--- src/rtl/mshr_pkg.sv ---
`timescale 1ns/1ps
package mshr_pkg;
  localparam int unsigned MSHR_ENTRIES = 4;
  localparam int unsigned MSHR_WORDS   = 4;
  localparam int unsigned MSHR_LINE_AW = 26;
  localparam int unsigned MSHR_REG_W   = 5;
  localparam int unsigned MSHR_DATA_W  = 32;
endpackage

--- src/rtl/mshr_entry.sv ---
`timescale 1ns/1ps
module mshr_entry #(
  parameter int unsigned LINE_AW = mshr_pkg::MSHR_LINE_AW,
  parameter int unsigned WORDS   = mshr_pkg::MSHR_WORDS,
  parameter int unsigned REG_W   = mshr_pkg::MSHR_REG_W,
  localparam int unsigned WORD_W = $clog2(WORDS)
) (
  input  logic               clk_i,
  input  logic               rst_ni,
  input  logic               alloc_i,
  input  logic               merge_i,
  input  logic [LINE_AW-1:0] req_line_i,
  input  logic [WORD_W-1:0]  req_word_i,
  input  logic [REG_W-1:0]   req_rd_i,
  input  logic               fill_valid_i,
  input  logic [LINE_AW-1:0] fill_line_i,
  input  logic [WORD_W-1:0]  fill_word_i,
  input  logic               fill_last_i,
  output logic               valid_o,
  output logic               req_match_o,
  output logic               slot_busy_o,
  output logic               filling_o,
  output logic               fill_hit_o,
  output logic               wb_valid_o,
  output logic [REG_W-1:0]   wb_rd_o
);
  logic                        valid_q, filling_q;
  logic [LINE_AW-1:0]          line_q;
  logic [WORDS-1:0]            wait_v_q;
  logic [WORDS-1:0][REG_W-1:0] wait_rd_q;

  assign valid_o     = valid_q;
  assign filling_o   = filling_q;
  assign req_match_o = valid_q && (line_q == req_line_i);
  assign slot_busy_o = wait_v_q[req_word_i];
  assign fill_hit_o  = fill_valid_i && valid_q && (line_q == fill_line_i);
  assign wb_valid_o  = fill_hit_o && wait_v_q[fill_word_i];
  assign wb_rd_o     = wait_rd_q[fill_word_i];

  always_ff @(posedge clk_i or negedge rst_ni) begin
    if (!rst_ni) begin
      valid_q   <= 1'b0;
      filling_q <= 1'b0;
      line_q    <= '0;
      wait_v_q  <= '0;
      wait_rd_q <= '0;
    end else begin
      if (alloc_i) begin
        valid_q                <= 1'b1;
        filling_q              <= 1'b0;
        line_q                 <= req_line_i;
        wait_v_q               <= {{(WORDS-1){1'b0}}, 1'b1} << req_word_i;
        wait_rd_q[req_word_i]  <= req_rd_i;
      end else if (merge_i) begin
        wait_v_q[req_word_i]   <= 1'b1;
        wait_rd_q[req_word_i]  <= req_rd_i;
      end
      if (fill_hit_o) begin
        wait_v_q[fill_word_i] <= 1'b0;
        filling_q             <= !fill_last_i;
        if (fill_last_i) begin
          valid_q  <= 1'b0;
          wait_v_q <= '0;
        end
      end
    end
  end
endmodule

--- src/rtl/mshr_pick.sv ---
`timescale 1ns/1ps
module mshr_pick #(
  parameter int unsigned N = mshr_pkg::MSHR_ENTRIES
) (
  input  logic [N-1:0] free_i,
  output logic [N-1:0] grant_o,
  output logic         any_o
);
  // lowest free index wins
  always_comb begin
    grant_o = '0;
    for (int i = N - 1; i >= 0; i--) begin
      if (free_i[i]) begin
        grant_o    = '0;
        grant_o[i] = 1'b1;
      end
    end
  end
  assign any_o = |free_i;
endmodule

--- src/rtl/mshr_scoreboard.sv ---
`timescale 1ns/1ps
module mshr_scoreboard #(
  parameter int unsigned REG_W = mshr_pkg::MSHR_REG_W,
  localparam int unsigned N_REGS = 1 << REG_W
) (
  input  logic              clk_i,
  input  logic              rst_ni,
  input  logic              set_i,
  input  logic [REG_W-1:0]  set_rd_i,
  input  logic              clr_i,
  input  logic [REG_W-1:0]  clr_rd_i,
  input  logic [REG_W-1:0]  qa_rd_i,
  output logic              qa_empty_o,
  input  logic [REG_W-1:0]  qb_rd_i,
  output logic              qb_empty_o,
  output logic [N_REGS-1:0] empty_o
);
  logic [N_REGS-1:0] empty_q;

  always_ff @(posedge clk_i or negedge rst_ni) begin
    if (!rst_ni) begin
      empty_q <= '0;
    end else begin
      if (clr_i) empty_q[clr_rd_i] <= 1'b0;
      if (set_i) empty_q[set_rd_i] <= 1'b1;
    end
  end

  assign qa_empty_o = empty_q[qa_rd_i];
  assign qb_empty_o = empty_q[qb_rd_i];
  assign empty_o    = empty_q;
endmodule

--- src/rtl/mshr_file.sv ---
`timescale 1ns/1ps
module mshr_file #(
  parameter int unsigned N_ENT   = mshr_pkg::MSHR_ENTRIES,
  parameter int unsigned WORDS   = mshr_pkg::MSHR_WORDS,
  parameter int unsigned LINE_AW = mshr_pkg::MSHR_LINE_AW,
  parameter int unsigned REG_W   = mshr_pkg::MSHR_REG_W,
  parameter int unsigned DATA_W  = mshr_pkg::MSHR_DATA_W,
  localparam int unsigned WORD_W = $clog2(WORDS),
  localparam int unsigned N_REGS = 1 << REG_W
) (
  input  logic               clk_i,
  input  logic               rst_ni,
  input  logic               miss_valid_i,
  output logic               miss_ready_o,
  input  logic [LINE_AW-1:0] miss_line_i,
  input  logic [WORD_W-1:0]  miss_word_i,
  input  logic [REG_W-1:0]   miss_rd_i,
  input  logic               fill_valid_i,
  input  logic [LINE_AW-1:0] fill_line_i,
  input  logic [WORD_W-1:0]  fill_word_i,
  input  logic [DATA_W-1:0]  fill_data_i,
  input  logic               fill_last_i,
  output logic               wb_valid_o,
  output logic [REG_W-1:0]   wb_rd_o,
  output logic [DATA_W-1:0]  wb_data_o,
  input  logic [REG_W-1:0]   query_rd_i,
  output logic               query_empty_o
);
  logic [N_ENT-1:0] valid, match, busy, filling, fill_hit, ent_wb, grant, alloc, merge;
  logic [N_ENT-1:0][REG_W-1:0] ent_rd;
  logic             any_free, any_match, sel_busy, sel_filling, sel_fill_hit;
  logic             rd_pending, accept;
  logic [N_REGS-1:0] empty_vec;

  for (genvar g = 0; g < N_ENT; g++) begin : g_ent
    mshr_entry #(.LINE_AW(LINE_AW), .WORDS(WORDS), .REG_W(REG_W)) u_entry (
      .clk_i       (clk_i),
      .rst_ni      (rst_ni),
      .alloc_i     (alloc[g]),
      .merge_i     (merge[g]),
      .req_line_i  (miss_line_i),
      .req_word_i  (miss_word_i),
      .req_rd_i    (miss_rd_i),
      .fill_valid_i(fill_valid_i),
      .fill_line_i (fill_line_i),
      .fill_word_i (fill_word_i),
      .fill_last_i (fill_last_i),
      .valid_o     (valid[g]),
      .req_match_o (match[g]),
      .slot_busy_o (busy[g]),
      .filling_o   (filling[g]),
      .fill_hit_o  (fill_hit[g]),
      .wb_valid_o  (ent_wb[g]),
      .wb_rd_o     (ent_rd[g])
    );
  end

  mshr_pick #(.N(N_ENT)) u_pick (
    .free_i (~valid),
    .grant_o(grant),
    .any_o  (any_free)
  );

  always_comb begin
    sel_busy     = 1'b0;
    sel_filling  = 1'b0;
    sel_fill_hit = 1'b0;
    wb_rd_o      = '0;
    for (int i = 0; i < N_ENT; i++) begin
      sel_busy     |= match[i] & busy[i];
      sel_filling  |= match[i] & filling[i];
      sel_fill_hit |= match[i] & fill_hit[i];
      wb_rd_o      |= ent_wb[i] ? ent_rd[i] : '0;
    end
  end

  assign any_match    = |match;
  assign miss_ready_o = !rd_pending &&
                        (any_match ? !(sel_busy || sel_filling || sel_fill_hit) : any_free);
  assign accept       = miss_valid_i && miss_ready_o;
  assign alloc        = (accept && !any_match) ? grant : '0;
  assign merge        = (accept &&  any_match) ? match : '0;

  assign wb_valid_o = |ent_wb;
  assign wb_data_o  = fill_data_i;

  mshr_scoreboard #(.REG_W(REG_W)) u_sb (
    .clk_i     (clk_i),
    .rst_ni    (rst_ni),
    .set_i     (accept),
    .set_rd_i  (miss_rd_i),
    .clr_i     (wb_valid_o),
    .clr_rd_i  (wb_rd_o),
    .qa_rd_i   (query_rd_i),
    .qa_empty_o(query_empty_o),
    .qb_rd_i   (miss_rd_i),
    .qb_empty_o(rd_pending),
    .empty_o   (empty_vec)
  );
endmodule

--- config.mk ---
export PLATFORM = sky130hd
export DESIGN_NAME = mshr_file
export DESIGN_NICKNAME = d
export VERILOG_FILES = /design/src/rtl/mshr_pkg.sv /design/src/rtl/mshr_entry.sv /design/src/rtl/mshr_pick.sv /design/src/rtl/mshr_scoreboard.sv /design/src/rtl/mshr_file.sv
export SDC_FILE = /design/constraint.sdc
export NUM_CORES = 1
export LEC_CHECK = 0
export ABC_AREA = 1
export BUFFER_PORTS_ARGS = -buffer_cell sky130_fd_sc_hd__buf_2
export CAP_MARGIN = 5
export CELL_PAD_IN_SITES_DETAIL_PLACEMENT = 1
export CELL_PAD_IN_SITES_GLOBAL_PLACEMENT = 2
export CORE_UTILIZATION = 32
export CTS_CLUSTER_DIAMETER = 30
export DETAILED_ROUTE_END_ITERATION = 7
export PLACE_DENSITY_LB_ADDON = 0.1
export SETUP_SLACK_MARGIN = 0.4
export SLEW_MARGIN = 20
export SYNTH_ARGS = -nofsm -noshare
export SYNTH_HDL_FRONTEND = slang
export SYNTH_HIERARCHICAL = 1
export SYNTH_SLANG_ARGS = --single-unit
--- constraint.sdc ---
create_clock -name clk_i -period 2.9 [get_ports clk_i]
set_input_delay 0.145 -clock clk_i [delete_from_list [all_inputs] [get_ports clk_i]]
set_output_delay 0.145 -clock clk_i [all_outputs]
set_load 0.05 [all_outputs]
==> results_dict.tcl, run 1 <==
set metrics [dict create \
    synth_area_leaders "dfrtp_1, nand2_1, o21ai_0, inv_1, nand3_1" \
    n_antenna_cell 0 \
    clock_latency_ps 610 \
    max_freq_mhz 330 \
    dpl.hpwl_mm 48.2 \
    netlist_area_um2 15200 \
    skew_ps 30.3 \
    ios 143 \
    setup_ws_ps -127 \
    syn_area_per_cell_um2 6.67 \
    first_pass_iters 7 \
    ys_top_cells_by_count "nand2_1, inv_1, o21ai_0, dfrtp_1, nor2_1" \
    worstPathRequired_ps 2760 \
    swShare_pct 37.6 \
    io_buffers 78 \
    startpoint_type "register" \
    p_clk_share_pct 36.5 \
    synthesis.nets 2378 \
    outcome "complete, but fails checks" \
    arrival_ps 2880 \
    drive_above_1_share_pct 37.8 \
    numCtsBuffers 82 \
    synth_seq_area_share_pct 39.6 \
    cts_tree "yes" \
    intPower_mw 14.6 \
    cts-root-buf "clkbuf_16" \
    wire_per_inst_um 22.6 \
    power_density_nw_per_um2 950 \
    slew_headroom_pct 60.0 \
    p_total_mw 23.4 \
    failed_checks "DRC, setup timing" \
    critPathKind "register to output port" \
    fin_util_pct 52.7 \
    ant_nets 0 \
    whs_ps 31.6 \
    synth-seq-cells 240 \
    clk_pin_slew_ps 40 \
    finalHoldViolations 0 \
    vias_per_cell 5.21 \
    syn_to_final_growth_pct 62.1 \
    yosysMostFrequentCell "nand2_1" \
    clock_sinks 240 \
    pwr-share-comb_pct 36.4 \
    grt_pass1_wl_mm 108 \
    synth_top_area_share_pct 39.6 \
    synth-edff-count 0 \
    yosys_most_used_dff "dfrtp_1" \
    drv_slew 0 \
    synth_top_cell_by_area "dfrtp_1" \
    fp.dieH_um 220 \
    die_area_um2 48300 \
    postSynthCellCount 2275 \
    seqPwrFrac_pct 27.1 \
    yosys_warnings 6 \
    ys_async_sr_fraction_pct 100 \
    setup_viol 102 \
    drc 16 \
    dpl_cell_area_um2 17600 \
    drv_cap 0 \
    cts_htree_levels 3 \
    fillCellCount 5614 \
    period_minus_slack_ps 3030 \
    holdCritPathClass "primary input to register" \
    max-vdd-ir-drop_v 0.000429 \
    initial_core_util_pct 32.5 \
    clock_path_buffers 3 \
    grt_max_degree 59 \
    gp_congestion 0.868 \
    critPathMaxFanout 2 \
    seqCellArea_um2 6010 \
    synth.distinct_cells 41 \
    wl_mm 75.8 \
    track_usage_pct 30.5 \
    first_global_vias 17900 \
    p_switching_mw 8.78 \
    die_x_um 220 \
    fin_nets 2792 \
    num_vias 17500 \
    setup.worst_path.end_class "output port" \
    worst_slew_pin_slew_ps 601 \
    final_area_um2 24600 \
    num_rows 79 \
    p_leak_nw 12.3 \
    core_um2 46700 \
    dpl_worst_slack_ps -289 \
    multiInputGateArea_um2 9360 \
    first_iter_violations 1058 \
    grt_antenna_before_repair 1 \
    rsz0062_at_grt "true" \
    fin_crit_sh_pct 104 \
    grt-ovfl-total 0 \
]
placed cells by master, fill, tap and decap left out, types with 18 or more instances in the layout:
master	netlist	final
a22oi_1	28	25
buf_12	0	36
buf_16	0	20
buf_2	12	70
buf_4	35	168
buf_6	6	52
buf_8	0	18
clkbuf_1	20	19
clkbuf_16	0	96
clkbuf_8	0	22
dfrtp_1	240	240
dlygate4sd3_1	0	28
inv_1	305	272
inv_2	43	65
nand2_1	801	612
nand2_2	10	113
nand2_4	0	84
nand3_1	144	127
nand4_1	23	23
nor2_1	152	115
nor2_2	13	27
nor2_4	3	26
o21ai_0	250	48
o21ai_1	32	95
o21ai_2	0	134
o22ai_1	23	23
xnor2_1	21	21
xor2_1	19	19
sequential cells by signal, indices dropped and copies added (netlist names):
name and flops:
g_ent.u_entry/line_q 104, g_ent.u_entry/filling_o 4, g_ent.u_entry/valid_o 4, g_ent.u_entry/wait_v_q 16, g_ent.u_entry/wait_rd_q 80, u_sb/empty_o 32
power groups by stage:
stage | registers, mW | logic (mW) | clock network (mW)
finish | 6.33 | 8.50 | 8.53
global route | 6.52 | 9.31 | 8.86
CTS | 6.09 | 7.05 | 8.65
detailed placement | 6.07 | 6.32 | 0
global placement | 6.00 | 6.14 | 0
floorplan | 5.78 | 4.03 | 0
repair_timing:
item,CTS,global route
gates cloned,21,17
hold endpoints to repair,121,1
pin swaps,62,91
setup endpoints to repair,247,247
hold buffers,27,1
gates resized for setup,297,652
buffers inserted,32,34
per-stage QoR:
stage,std cells,TNS [ps]
6_report,3358,-3550
5_1_grt,3358,-22400
4_1_cts,3306,-5540
3_5_place_dp,3080,-28390
3_3_place_gp,3080,-25800
2_1_floorplan,2275,0
routing by layer:
| layer | vias up | routed length, um | global-route usage, % |
|---|---|---|---|
| li1 | 8077 | - | - |
| met1 | 8767 | 34700 | 42.5 |
| met2 | 491 | 34000 | 46.3 |
| met3 | 160 | 4840 | 6.58 |
| met4 | 0 | 2150 | 10.4 |
| met5 | - | 0 | 0 |
layout make-up:
type / count / area share (%)
multi-input cells: 1601 / 38.1
clock buffers: 124 / 9.96
inverters: 357 / 5.75
repair buffers: 405 / 17.7
repair inverters: 2 / 0.0458
well taps: 607 / 3.09
flip-flops and latches: 240 / 24.4
clock inverters: 22 / 1.02
cell families (layout without fill, tap and decap cells):
| logic type | after synthesis | in the layout | share of synthesized area, % |
|---|---|---|---|
| AND/OR/NAND/NOR | 1167 | 1167 | 31.8 |
| buffers and inverters | 434 | 910 | 12.1 |
| AO/OA/AOI/OAI | 394 | 394 | 14.3 |
| flip-flops | 240 | 240 | 39.6 |
| XOR/XNOR | 40 | 40 | 2.31 |
worst max-delay path: stages, from the launching register on:
cell and delay [ps]:
dfrtp_1 390, xnor2_1 170, o211ai_1 130, nor3_2 330, nand3_2 160, nor2_4 150, inv_2 70, nand4_4 110
buf_6 110, nor2_2 30, o21bai_4 170, buf_6 140, nand2_8 70, buf_6 100, inv_4 30, buf_8 130
final timing paths:
check                      slack [ps]  depth (start not counted)                                    endpoint                                      start
min in group asynchronous          90                          2     g_ent[3].u_entry/line_q[11]$_DFFE_PN0P_                                     rst_ni
min                                30                          4     g_ent[3].u_entry/line_q[21]$_DFFE_PN0P_                            miss_line_i[21]
max                              -130                         15                                miss_ready_o     g_ent[2].u_entry/line_q[4]$_DFFE_PN0P_
max in group asynchronous        1820                          4  g_ent[3].u_entry/wait_rd_q[11]$_DFFE_PN0P_                                     rst_ni
max reg2reg                      -100                         17      g_ent[0].u_entry/wait_v_q[0]$_DFF_PN0_     g_ent[2].u_entry/line_q[4]$_DFFE_PN0P_
min reg2reg                       480                          2   g_ent[3].u_entry/wait_rd_q[7]$_DFFE_PN0P_  g_ent[3].u_entry/wait_rd_q[7]$_DFFE_PN0P_
(Power assumes the default switching activity.)
==> inputs of run 2 (changes only) <==
--- a/config.mk
+++ b/config.mk
@@ -16,4 +16,5 @@
 export PLACE_DENSITY_LB_ADDON = 0.1
 export SETUP_SLACK_MARGIN = 0.4
+export SKIP_LAST_GASP = 1
 export SLEW_MARGIN = 20
 export SYNTH_ARGS = -nofsm -noshare
==> constraint.sdc (replaced) <==
create_clock -name clk_i -period 2.9 [get_ports clk_i]
set_input_delay 0.58 -clock clk_i [delete_from_list [all_inputs] [get_ports clk_i]]
set_output_delay 0.58 -clock clk_i [all_outputs]
set_load 0.05 [all_outputs]
==> results_dict.tcl, run 2 (synthesis results as in run 1) <==
set metrics [dict create \
    outcome "complete, but fails checks" \
    failed_checks "DRC, setup timing" \
    path_buf_inv 4 \
    num_vias 17300 \
    crit_start "g_ent[3].u_entry/line_q[18]$_DFFE_PN0P_" \
    wl_mm 71.8 \
    dpl_cell_area_um2 18500 \
    power_density_nw_per_um2 993 \
    largest_reg_flops 104 \
    clock_path_buffers 3 \
    wire_per_inst_um 21.2 \
    holdCritPathClass "primary input to register" \
    first_global_vias 18200 \
    grt_antenna_before_repair 1 \
    fin_crit_sh_pct 116 \
    fin_nets 2826 \
    max_freq_mhz 298 \
    ios 143 \
    slew_headroom_pct 59.9 \
    io_buffers 78 \
    top_register "g_ent.u_entry/line_q" \
    finalHoldViolations 0 \
    max_stage_delay_ps 380 \
    fp.dieH_um 220 \
    stdcell_count 3392 \
    grt_pass1_wl_mm 107 \
    clk_pin_slew_ps 40 \
    syn_to_final_growth_pct 52.1 \
    setup_tns_ps -50300 \
    cp_slowest_cell "dfrtp_1" \
    drv_cap 0 \
    post-place-cells 3163 \
    p_total_mw 22.9 \
    rsz0062_at_grt "true" \
    setup_ws_ps -458 \
    cp_cell_sequence "xor2_1 -> nor3_2 -> buf_4 -> nand4_1 -> nor2_4 -> buf_4 -> nand2_1 -> nand3_2 -> o21bai_4 -> nand2_2 -> clkinvlp_4 -> buf_8" \
    worst_slew_pin_slew_ps 601 \
    worstPathRequired_ps 2320 \
    max-vdd-ir-drop_v 0.000541 \
    grt-ovfl-total 0 \
    final_cell_mix "nand2_1, buf_4, inv_1" \
    first_iter_violations 1171 \
    r2r_start "g_ent[3].u_entry/line_q[18]$_DFFE_PN0P_" \
    drc 18 \
    drive_above_1_share_pct 30.2 \
    clock_latency_ps 620 \
    setup.worst_path.end_class "output port" \
    critPathKind "register to output port" \
    period_minus_slack_ps 3360 \
    grt_max_degree 62 \
    numCtsBuffers 81 \
    skew_ps 25.8 \
    arrival_ps 2780 \
    drv_slew 0 \
    clock_sinks 240 \
    gp_congestion 0.894 \
    initial_core_util_pct 32.5 \
    critical-path-top-delay-family "simple AND/OR/NAND/NOR gates" \
    cts-root-buf "clkbuf_16" \
    dpl_worst_slack_ps -533 \
    track_usage_pct 29.9 \
    hold_start "miss_line_i[22]" \
    p_leak_nw 11.6 \
    core_um2 46700 \
    cts_htree_levels 3 \
    first_pass_iters 7 \
    setup_viol 239 \
    fillCellCount 5795 \
    die_area_um2 48300 \
    cts_tree "yes" \
    ant_nets 0 \
    final_area_um2 23100 \
    vias_per_cell 5.09 \
    startpoint_type "register" \
    crit_top_cell "buf_4" \
    die_x_um 220 \
    critPathMaxFanout 2 \
    dpl.hpwl_mm 51.8 \
    num_rows 79 \
    final_common_cell "nand2_1" \
]
-- run 2: cell types whose count changed in the layout (fill, tap and decap cells not counted), sizes merged, moves of 3 or more --
| cell | delta |
|---|---|
| nand2 | +3 |
| clkinv | +6 |
| dlygate4sd3 | -27 |
| buf | +58 |
| bufinv | +5 |
| clkbuf | -17 |
-- run 2: cell type report --
class,count,area (um^2),area share [%]
flip-flops and latches,240,6010,26.0
clock inverters,31,450,1.95
repair buffers,432,3970,17.2
multi-input cells,1604,8040,34.9
repair inverters,7,42.5,0.184
inverters,357,1470,6.35
clock buffers,113,2340,10.1
well taps,607,759,3.29
diodes,1,2.50,0.0108
-- run 2: worst register-to-register path, cell delays in order, from the launching register on --
cell	delay [ps]
dfrtp_1	380
xor2_1	390
nor3_2	80
buf_4	180
nand4_1	220
nor2_4	60
buf_4	130
nand2_1	80
nand3_2	100
o21bai_4	160
buf_4	140
buf_6	100
nand4_4	130
buf_6	160
nor2_4	160
buf_6	130
nor2_4	50
nor2_4	210
inv_4	80
nand2_1	60
o21ai_0	80
-- run 2: worst paths after layout --
kind | end | slack (ps) | cells after the start
setup reg to reg | g_ent[2].u_entry/wait_rd_q[14]$_DFFE_PN0P_ | -320 | 20
max in group asynchronous | u_sb/empty_o[19]$_DFF_PN0_ | 1520 | 3
min in group asynchronous | g_ent[3].u_entry/line_q[3]$_DFFE_PN0P_ | 540 | 2
hold reg to reg | g_ent[2].u_entry/wait_rd_q[1]$_DFFE_PN0P_ | 480 | 2
setup / recovery | miss_ready_o | -460 | 12
hold / removal | g_ent[3].u_entry/line_q[22]$_DFFE_PN0P_ | 330 | 3
-- run 2: what timing repair did --
item                                    in CTS  in global routing
buffers inserted                            32                 23
hold buffers                                 1                  0
hold endpoints to repair                    56                  0
resized for setup                          143                155
pin swaps                                   37                 46
gates cloned                                19                  9
endpoints found under the setup margin     247                248
-- run 2: report_power, final --
part / internal (mW) / switching [mW] / leakage, nW / total (mW)
Sequential: 4.96 / 1.24 / 3.01 / 6.20
Combinational: 3.24 / 4.65 / 7.23 / 7.89
Clock: 6.20 / 2.62 / 1.36 / 8.82
-- run 2: per-layer routing --
layer | vias up | global-route usage, % | part of all wire (%)
li1 | 8107 | - | -
met1 | 8615 | 41.8 | 47
met2 | 447 | 46.2 | 45
met3 | 104 | 5.89 | 5.7
met4 | 0 | 9.10 | 2.5
met5 | - | 0 | 0
-- run 2: metrics by stage --
stage                     utilization, %  hold WS [ps]
after floorplan                        -           284
after detailed placement            39.6           474
after CTS                           47.8           299
after global routing                49.5           317
final                               49.5           332
after global placement              39.6           467
